### src/rtl/uhr_pkg.sv
package uhr_pkg;
  localparam int REG_W = 8;
  localparam int NUM_RATES = 8;

  typedef enum logic [1:0] {
    A_DATA  = 2'd0,
    A_CTRL  = 2'd1,
    A_STAT  = 2'd2,
    A_SPARE = 2'd3
  } reg_addr_e;

  typedef struct packed {
    logic       rx_irq_en;
    logic       tx_irq_en;
    logic [2:0] spare;
    logic [2:0] rate;
  } ctrl_t;

  typedef struct packed {
    logic       tx_empty;
    logic       rx_full;
    logic       overrun;
    logic       frame_err;
    logic [3:0] zero;
  } stat_t;

  // Rates double from the base for codes 0..5, then two top rates.
  function automatic int unsigned baud_rate(int unsigned base, int unsigned code);
    if (code < 6) return base << code;
    else if (code == 6) return base * 48;
    else return base * 96;
  endfunction

  // Rounded clock cycles per oversampling tick.
  function automatic int unsigned tick_div(int unsigned clk_hz, int unsigned ovs,
                                           int unsigned rate);
    return (clk_hz + (rate * ovs) / 2) / (rate * ovs);
  endfunction
endpackage

### src/rtl/uhr_baud_tick.sv
module uhr_baud_tick
  import uhr_pkg::*;
#(
  parameter int unsigned CLK_HZ     = 8_000_000,
  parameter int unsigned OVERSAMPLE = 16,
  parameter int unsigned BASE_BAUD  = 1200
) (
  input  logic       clk,
  input  logic       rst_n,
  input  logic [2:0] sel,
  output logic       tick
);
  localparam int unsigned MAX_DIV = tick_div(CLK_HZ, OVERSAMPLE, BASE_BAUD);
  localparam int CNT_W = $clog2(MAX_DIV + 1);

  logic [CNT_W-1:0] reload_tab [NUM_RATES];
  logic [CNT_W-1:0] cnt;
  logic [2:0]       sel_prev;

  for (genvar g = 0; g < NUM_RATES; g++) begin : g_div
    localparam int unsigned DIV_G =
      tick_div(CLK_HZ, OVERSAMPLE, baud_rate(BASE_BAUD, g));
    assign reload_tab[g] = CNT_W'(DIV_G - 1);
  end

  always_ff @(posedge clk or negedge rst_n) begin
    if (!rst_n) begin
      sel_prev <= 3'd0;
      cnt      <= reload_tab[0];
      tick     <= 1'b0;
    end else begin
      sel_prev <= sel;
      if (sel != sel_prev) begin
        cnt  <= reload_tab[sel];
        tick <= 1'b0;
      end else if (cnt == '0) begin
        cnt  <= reload_tab[sel];
        tick <= 1'b1;
      end else begin
        cnt  <= cnt - 1'b1;
        tick <= 1'b0;
      end
    end
  end


  tick_pulse_chk: assert property (@(posedge clk) disable iff (!rst_n)
    tick |=> !tick);


  reload_chk: assert property (@(posedge clk) disable iff (!rst_n)
    !$stable(sel) |=> !tick);
endmodule

### src/rtl/uhr_tx_hold.sv
module uhr_tx_hold
  import uhr_pkg::*;
(
  input  logic             clk,
  input  logic             rst_n,
  input  logic             load,
  input  logic [REG_W-1:0] load_data,
  output logic             tx_valid,
  input  logic             tx_ready,
  output logic [REG_W-1:0] tx_data,
  output logic             empty
);
  logic             pending;
  logic [REG_W-1:0] hold;

  always_ff @(posedge clk or negedge rst_n) begin
    if (!rst_n) begin
      pending <= 1'b0;
      hold    <= '0;
    end else if (load) begin
      pending <= 1'b1;
      hold    <= load_data;
    end else if (pending && tx_ready) begin
      pending <= 1'b0;
    end
  end

  assign tx_valid = pending;
  assign tx_data  = hold;
  assign empty    = !pending;


  hold_stable_chk: assert property (@(posedge clk) disable iff (!rst_n)
    tx_valid && !tx_ready && !load |=> tx_valid && $stable(tx_data));


  drop_chk: assert property (@(posedge clk) disable iff (!rst_n)
    tx_valid && tx_ready && !load |=> !tx_valid);
endmodule

### src/rtl/uhr_rx_hold.sv
module uhr_rx_hold
  import uhr_pkg::*;
(
  input  logic             clk,
  input  logic             rst_n,
  input  logic             rx_valid,
  input  logic [REG_W-1:0] rx_data,
  input  logic             rx_stop_err,
  input  logic             rd_data,
  input  logic             rd_stat,
  output logic [REG_W-1:0] rdr,
  output logic             full,
  output logic             overrun,
  output logic             frame_err
);
  logic armed;
  logic take;
  logic lost;
  logic clr;

  assign take = rx_valid && (!full || rd_data);
  assign lost = rx_valid && full && !rd_data;
  assign clr  = rd_data && armed;

  always_ff @(posedge clk or negedge rst_n) begin
    if (!rst_n) begin
      rdr       <= '0;
      full      <= 1'b0;
      overrun   <= 1'b0;
      frame_err <= 1'b0;
      armed     <= 1'b0;
    end else begin
      if (take) begin
        rdr  <= rx_data;
        full <= 1'b1;
      end else if (rd_data) begin
        full <= 1'b0;
      end

      if (lost)     overrun <= 1'b1;
      else if (clr) overrun <= 1'b0;

      if (take && rx_stop_err) frame_err <= 1'b1;
      else if (clr)            frame_err <= 1'b0;

      if (rd_data)      armed <= 1'b0;
      else if (rd_stat) armed <= 1'b1;
    end
  end


  load_chk: assert property (@(posedge clk) disable iff (!rst_n)
    rx_valid && !full |=> full && (rdr == $past(rx_data)));


  overrun_keep_chk: assert property (@(posedge clk) disable iff (!rst_n)
    rx_valid && full && !rd_data |=> overrun && $stable(rdr));


  clear_chk: assert property (@(posedge clk) disable iff (!rst_n)
    rd_data && armed && !rx_valid |=> !overrun && !frame_err);
endmodule

### src/rtl/uart_host_regs.sv
module uart_host_regs
  import uhr_pkg::*;
#(
  parameter int unsigned CLK_HZ     = 8_000_000,
  parameter int unsigned OVERSAMPLE = 16,
  parameter int unsigned BASE_BAUD  = 1200
) (
  input  logic             clk,
  input  logic             rst_n,
  input  logic             wr_en,
  input  logic             rd_en,
  input  logic [1:0]       addr,
  input  logic [REG_W-1:0] wdata,
  output logic [REG_W-1:0] rdata,
  output logic             irq,
  output logic             tx_valid,
  input  logic             tx_ready,
  output logic [REG_W-1:0] tx_data,
  input  logic             rx_valid,
  input  logic [REG_W-1:0] rx_data,
  input  logic             rx_stop_err,
  output logic [2:0]       baud_sel,
  output logic             tick
);
  ctrl_t            ctrl_q;
  stat_t            stat;
  logic             tx_empty;
  logic [REG_W-1:0] rdr;
  logic             rx_full;
  logic             overrun;
  logic             frame_err;
  logic             wr_data;
  logic             rd_data;
  logic             rd_stat;

  assign wr_data = wr_en && (addr == A_DATA);
  assign rd_data = rd_en && (addr == A_DATA);
  assign rd_stat = rd_en && (addr == A_STAT);

  always_ff @(posedge clk or negedge rst_n) begin
    if (!rst_n)                          ctrl_q <= '0;
    else if (wr_en && (addr == A_CTRL))  ctrl_q <= ctrl_t'(wdata);
  end

  uhr_tx_hold u_tx (
    .clk       (clk),
    .rst_n     (rst_n),
    .load      (wr_data),
    .load_data (wdata),
    .tx_valid  (tx_valid),
    .tx_ready  (tx_ready),
    .tx_data   (tx_data),
    .empty     (tx_empty)
  );

  uhr_rx_hold u_rx (
    .clk         (clk),
    .rst_n       (rst_n),
    .rx_valid    (rx_valid),
    .rx_data     (rx_data),
    .rx_stop_err (rx_stop_err),
    .rd_data     (rd_data),
    .rd_stat     (rd_stat),
    .rdr         (rdr),
    .full        (rx_full),
    .overrun     (overrun),
    .frame_err   (frame_err)
  );

  uhr_baud_tick #(
    .CLK_HZ     (CLK_HZ),
    .OVERSAMPLE (OVERSAMPLE),
    .BASE_BAUD  (BASE_BAUD)
  ) u_baud (
    .clk   (clk),
    .rst_n (rst_n),
    .sel   (ctrl_q.rate),
    .tick  (tick)
  );

  always_comb begin
    stat           = '0;
    stat.tx_empty  = tx_empty;
    stat.rx_full   = rx_full;
    stat.overrun   = overrun;
    stat.frame_err = frame_err;
  end

  always_comb begin
    case (addr)
      A_DATA:  rdata = rdr;
      A_CTRL:  rdata = ctrl_q;
      A_STAT:  rdata = stat;
      default: rdata = '0;
    endcase
  end

  assign irq      = (ctrl_q.rx_irq_en && rx_full) || (ctrl_q.tx_irq_en && tx_empty);
  assign baud_sel = ctrl_q.rate;


  tie_irq_chk: assert property (@(posedge clk) disable iff (!rst_n)
    ctrl_q.tx_irq_en && !tx_valid |-> irq);


  rie_irq_chk: assert property (@(posedge clk) disable iff (!rst_n)
    ctrl_q.rx_irq_en && rx_full |-> irq);
endmodule

### config.mk
export PLATFORM = sky130hd
export DESIGN_NAME = uart_host_regs
export DESIGN_NICKNAME = d
export VERILOG_FILES = /design/src/rtl/uhr_pkg.sv /design/src/rtl/uhr_baud_tick.sv /design/src/rtl/uhr_tx_hold.sv /design/src/rtl/uhr_rx_hold.sv /design/src/rtl/uart_host_regs.sv
export SDC_FILE = /design/constraint.sdc
export NUM_CORES = 1
export LEC_CHECK = 0
export ABC_AREA = 1
export BUFFER_PORTS_ARGS = -buffer_cell sky130_fd_sc_hd__buf_2
export CAP_MARGIN = 10
export CORE_UTILIZATION = 30
export CTS_CLUSTER_SIZE = 16
export DETAILED_ROUTE_END_ITERATION = 8
export MAX_ROUTING_LAYER = met4
export PLACE_DENSITY_LB_ADDON = 0.2
export SLEW_MARGIN = 10
export SYNTH_ARGS = -nofsm -noshare
export SYNTH_HDL_FRONTEND = slang
export SYNTH_HIERARCHICAL = 1
export SYNTH_SLANG_ARGS = --single-unit
### constraint.sdc
create_clock -name clk -period 3.5 [get_ports clk]
set_clock_uncertainty 0.2 [all_clocks]
set_input_delay 0.175 -clock clk [delete_from_list [all_inputs] [get_ports clk]]
set_output_delay 0.175 -clock clk [all_outputs]
set_load 0.1 [all_outputs]
==> Yosys cells after proc, flatten, opt, wreduce, memory -nomap -nowiden <==
Memories as Yosys holds them, arrays and structs flattened.
Index checks and enable logic that the tools add are counted.
{ "word_totals": {"reg_bits": 42, "rom_bits": 72, "output_inout_bits": 22, "wordCells": 61, "mem_count": 1} }
{ "memory_table": {"columns": ["name", "depth", "width", "rd", "rd_clocked_by_memory_dff", "wr", "line", "source"], "rows": [
  ["(name not given)", 8, 9, 1, 0, 0, "uhr_baud_tick.sv:37", "cnt <= reload_tab[sel];"]
]} }
{ "op_classes": {"add_sub_neg": 1, "order_cmp": 1, "n_eq_ne": 3, "n_mux": 16, "n_bitwise": 1, "reduce_logical": 24} }
{ "ops": {"columns": ["cell", "n"], "rows": [
  ["two-way mux 9 bit", 4],
  ["one-hot mux 8 bit (3 select lines)", 1],
  ["logical AND 1 bit", 12],
  ["two-way mux 1 bit", 11],
  ["nonzero test 2 bit", 5],
  ["zero test 9 bit", 1],
  ["subtractor 9 x 1 -> 9 bit (second input constant)", 1],
  ["greater-or-equal comparator 4 bit (second input constant)", 1],
  ["NOT 3 -> 4 bit", 1],
  ["zero test 1 bit", 3],
  ["inequality test 3 bit", 1],
  ["== test 2 x 1 -> 1 bit (second input constant)", 1],
  ["== test 2 bit (second input constant)", 1],
  ["zero test 2 bit", 1],
  ["logical OR 1 bit", 2]
]} }

==> Logic depth before layout (Yosys ltp) <==
{ "logic_depth": {"depth_word": 6, "ltp_mapped": 9} }

==> Cells and area by module <==
Netlist, hierarchy kept.
{ "modules_own_cells": {"columns": ["module", "n_inst", "cells_each", "area_per_inst_um2"], "rows": [
  ["uhr_baud_tick", 1, 118, 867.1],
  ["uart_host_regs", 1, 80, 545.5],
  ["uhr_rx_hold", 1, 51, 479.2],
  ["uhr_tx_hold", 1, 39, 345.3]
]} }

==> Worst setup path before layout <==
Ideal clock, no wire load.
{ "synth_path": {"kind": "register to output", "from": "reg u_tx.pending (netlist: u_tx/tx_valid)", "to": "out rdata[7]", "t_arrival_ps": 1896, "required_ps": 3125, "path_slack_ps": 1229, "stages_incl_launch_ff": 4, "path_buffers": 0, "cell_sequence": "dfrtp_1 > inv_1 > nand3_1 > nand3_1"} }
{ "synth_via": {"elab_chain_len": 2} }
{ "synth_rtl": {"columns": ["item", "line", "source"], "rows": [
  ["start, declared", "uhr_tx_hold.sv:13", "logic pending;"],
  ["start signal, assigned", "uhr_tx_hold.sv:18", "pending <= 1'b0;"],
  ["start signal, assigned", "uhr_tx_hold.sv:21", "pending <= 1'b1;"],
  ["start signal, assigned", "uhr_tx_hold.sv:24", "pending <= 1'b0;"],
  ["zero test 1 bit", "uhr_tx_hold.sv:30", "assign empty = !pending;"],
  ["named net tx_empty", "uart_host_regs.sv:27", "logic tx_empty;"],
  ["one-hot mux 8 bit (3 select lines)", "uart_host_regs.sv:90", "case (addr)"],
  ["end, declared", "uart_host_regs.sv:14", "output logic [REG_W-1:0] rdata,"]
]} }
The timed path passes the listed nets, and every way through them passes these cells.

==> Final worst setup path <==
{ "layout_path": {"from": "reg ctrl_q (netlist bit baud_sel[2])", "to": "out rdata[2]"} }
{ "layout_via": {"elab_chain_len": 1} }
{ "layout_rtl": {"columns": ["item", "line", "source"], "rows": [
  ["start, declared", "uart_host_regs.sv:25", "ctrl_t ctrl_q;"],
  ["start signal, assigned", "uart_host_regs.sv:42", "else if (wr_en && (addr == A_CTRL)) ctrl_q <= ctrl_t'(wdata);"],
  ["one-hot mux 8 bit (3 select lines)", "uart_host_regs.sv:90", null]
]} }
No other way between the ends.

==> impl_metrics.py <==
metrics = {
    "drt": {
        "via_per_inst": 4.364,
        "routed_wl_um": 5165,
        "ant_nets": 0,
        "drc": 0,
        "post_drt_wl_per_cell_um": 11.48,
        "num_vias": 1964,
        "drt_iter0_drc": 60,
        "dr.pass1.iters": 4,
    },
    "logic_synthesis": {
        "ys_seq_area_share_pct": 47.15,
        "synthCells": 288,
        "yosys.area.top_type": "dfrtp_1",
        "async_flop_share_pct": 100.0,
        "syn_area_um2": 2237,
        "synth_top_area_share_pct": 43.62,
        "synth_area_leaders": "dfrtp_1 (44%), nand2_1 (19%), nand3_1 (7.4%), nor2_1 (4.7%), dfstp_2 (3.5%)",
        "synth_common_cells": "nand2_1 (112), dfrtp_1 (39), nand3_1 (33), nor2_1 (28), inv_1 (20)",
        "synthFlopType": "dfrtp_1",
        "yosysUniqueCellTypes": 26,
        "synth_edf_count": 0,
        "synth_seq_cells": 42,
        "synthMostInstantiatedCell": "nand2_1",
        "yosysWarnings": 6,
        "synth_nets": 318,
        "avgSynthCellArea_um2": 7.768,
    },
    "global_route": {
        "grt-ovfl-total": 0,
        "grt_pass1_vias": 1918,
        "grtUsageMet3_pct": 3.358,
        "antenna_found_initial": 0,
        "grt_max_degree": 43,
        "grt_pass1_wl_um": 8997,
        "grt_usage_pct": 15.49,
        "grtUsageMet2_pct": 25.17,
        "grtUsageMet1_pct": 19.60,
        "busiest_layer": "met2",
    },
    "cts": {
        "clockRootBuffer": "clkbuf_8",
        "tritoncts": "yes",
        "clockBufferDepth": 2,
        "cts_buffers": 5,
        "insertion_delay_ns": 0.29,
        "ctsResizeCount": 0,
        "postCtsSetupBuffers": 0,
        "htree_levels": 2,
        "cts-hold-fix-buffers": 19,
        "path_clk_slew_ns": 0.09,
        "cts.sinks": 42,
    },
    "cells_and_area": {
        "insertedDiodeCount": 0,
        "fin_cells": 450,
        "multi_input_comb_area_um2": 999.7,
        "syn2layout_area_growth_pct": 25.45,
        "layout-drive-gt1-share_pct": 21.08,
        "fin_area_um2": 2806,
        "nets": 380,
        "fillers": 786,
        "ff_latch_area_um2": 1055,
    },
    "setup_path": {
        "end_kind": "output port",
        "required_ns": 3.12,
        "cp_max_fo": 12,
        "start_kind": "flip-flop",
        "critical_path_class": "reg -> out",
        "cp.arrival_ns": 1.54,
    },
    "pwr": {
        "power_density_nw_per_um2": 689.2,
        "ir_drop_mv": 0.2926,
        "leakage_nw": 1.499,
    },
    "placement": {
        "gp_congestion": 0.8277,
        "portBuffers": 46,
        "dp_hpwl_um": 3677,
        "place_area_um2": 2506,
        "dp.cells": 423,
    },
    "floorplanning": {
        "fp.dieH_um": 88.36,
        "rows": 31,
        "pin_count": 47,
        "start_util_pct": 31.01,
        "fp.dieW_um": 88.36,
        "dieArea_um2": 7807,
        "core-area_um2": 7214,
    },
    "sta": {
        "rsz0062_at_grt": "false",
        "period_share_pct": 54.81,
        "hold_viol_final": 0,
        "setup_viol": 0,
        "tightestPinTransition_ns": 0.9540,
        "period_needed_ns": 1.918,
        "max_slew_margin_pct": 36.40,
        "slew_violations": 0,
        "fmax_ghz": 0.5213,
        "setup_tns_ns": 0,
    },
    "run": {
        "drv_cap": 0,
    },
    "outcome": {
        "status": "completed",
    },
    "hold_path": {
        "hold_path.class": "in -> reg",
    },
}
## cells in the final DEF (no fill, tap or decap), drive strengths merged
cell	synthesis	routed
xor2	3	3
or2	1	1
dlygate4sd3	0	19
dfstp	3	3
clkinv	1	1
clkbuf	0	6
nor3	2	2
bufinv	0	1
nand3	34	34
nor2	31	31
clkinvlp	0	1
nand4	8	8
ha	5	5
inv	25	25
o21ai	7	7
xnor2	2	2
nand2	117	117
dfrtp	39	39
buf	10	46
## worst max-delay path, stage by stage (launching register included)
cell and delay [ns]:
dfrtp_1 0.58, nand3_1 0.13, nand2_1 0.11, buf_2 0.43
## layout make-up
class	count	area share, %
sequential	42	37.58
timing repair buffer	65	14.98
clock buffer	6	2.586
inverter	26	3.477
multi-input combinational	210	35.62
tap	99	4.414
clock inverter	2	1.337
## kinds of logic (layout without fill, tap and decap cells)
kind of cell | after synthesis | after routing | synth area share [%]
AO/OA/AOI/OAI | 7 | 7 | 1.566
AND/OR/NAND/NOR | 193 | 193 | 38.03
XOR/XNOR | 5 | 5 | 2.294
flip-flops | 42 | 42 | 47.15
adder cells (fa/ha/maj) | 5 | 5 | 2.796
buffers and inverters | 36 | 99 | 8.165
## per-stage QoR
stage               util [%]  hold WS, ns  worst slack (ns)  power (mW)
global placement       34.74       0.1964             1.494       1.547
finish                 38.90      0.01910             1.582       1.934
global route           38.90      0.02748             1.442       2.076
detailed placement     34.74       0.1900             1.460       1.546
floorplan                  -      -0.3206             1.229       1.393
CTS                    38.90     0.007455             1.553       1.958
## where the power goes
part,total (mW),switching [mW],internal [mW]
combinational,0.824,0.610,0.214
clock,0.386,0.173,0.213
sequential,0.724,0.103,0.621
total,1.93,0.885,1.05
## path summary, 6_finish.rpt
path                                        startpoint                           to  slack (ns)  depth (start not counted)
min in group asynchronous                        rst_n        ctrl_q[7]$_DFFE_PN0P_        0.36                          2
max reg2reg                    u_baud/cnt[0]$_DFF_PN0_      u_baud/cnt[1]$_DFF_PN0_        1.77                          7
max                            baud_sel[2]$_DFFE_PN0P_                     rdata[2]        1.58                          3
max in group asynchronous                        rst_n      u_baud/cnt[0]$_DFF_PN0_        2.15                          2
min reg2reg                u_tx/tx_data[0]$_DFFE_PN0P_  u_tx/tx_data[0]$_DFFE_PN0P_        0.27                          2
min                                              wr_en        ctrl_q[5]$_DFFE_PN0P_        0.02                          3
## sequential cells by signal (all words and copies together) (netlist names)
register and count:
u_rx/rdr 8, u_rx/frame_err 1, ctrl_q 5, u_baud/sel_prev 3
baud_sel 3, u_rx/full 1, u_rx/overrun 1, u_tx/tx_valid 1
u_tx/tx_data 8, u_baud/cnt 9, u_baud/tick 1, u_rx/armed 1
## per-layer routing
metal,share of wire (%),vias up
met2,49,42
met4,0.48,0
met1,47,898
met3,3.5,2
li1,-,1022
met5,0,-
No activity file was read; power rests on OpenSTA's default activity.
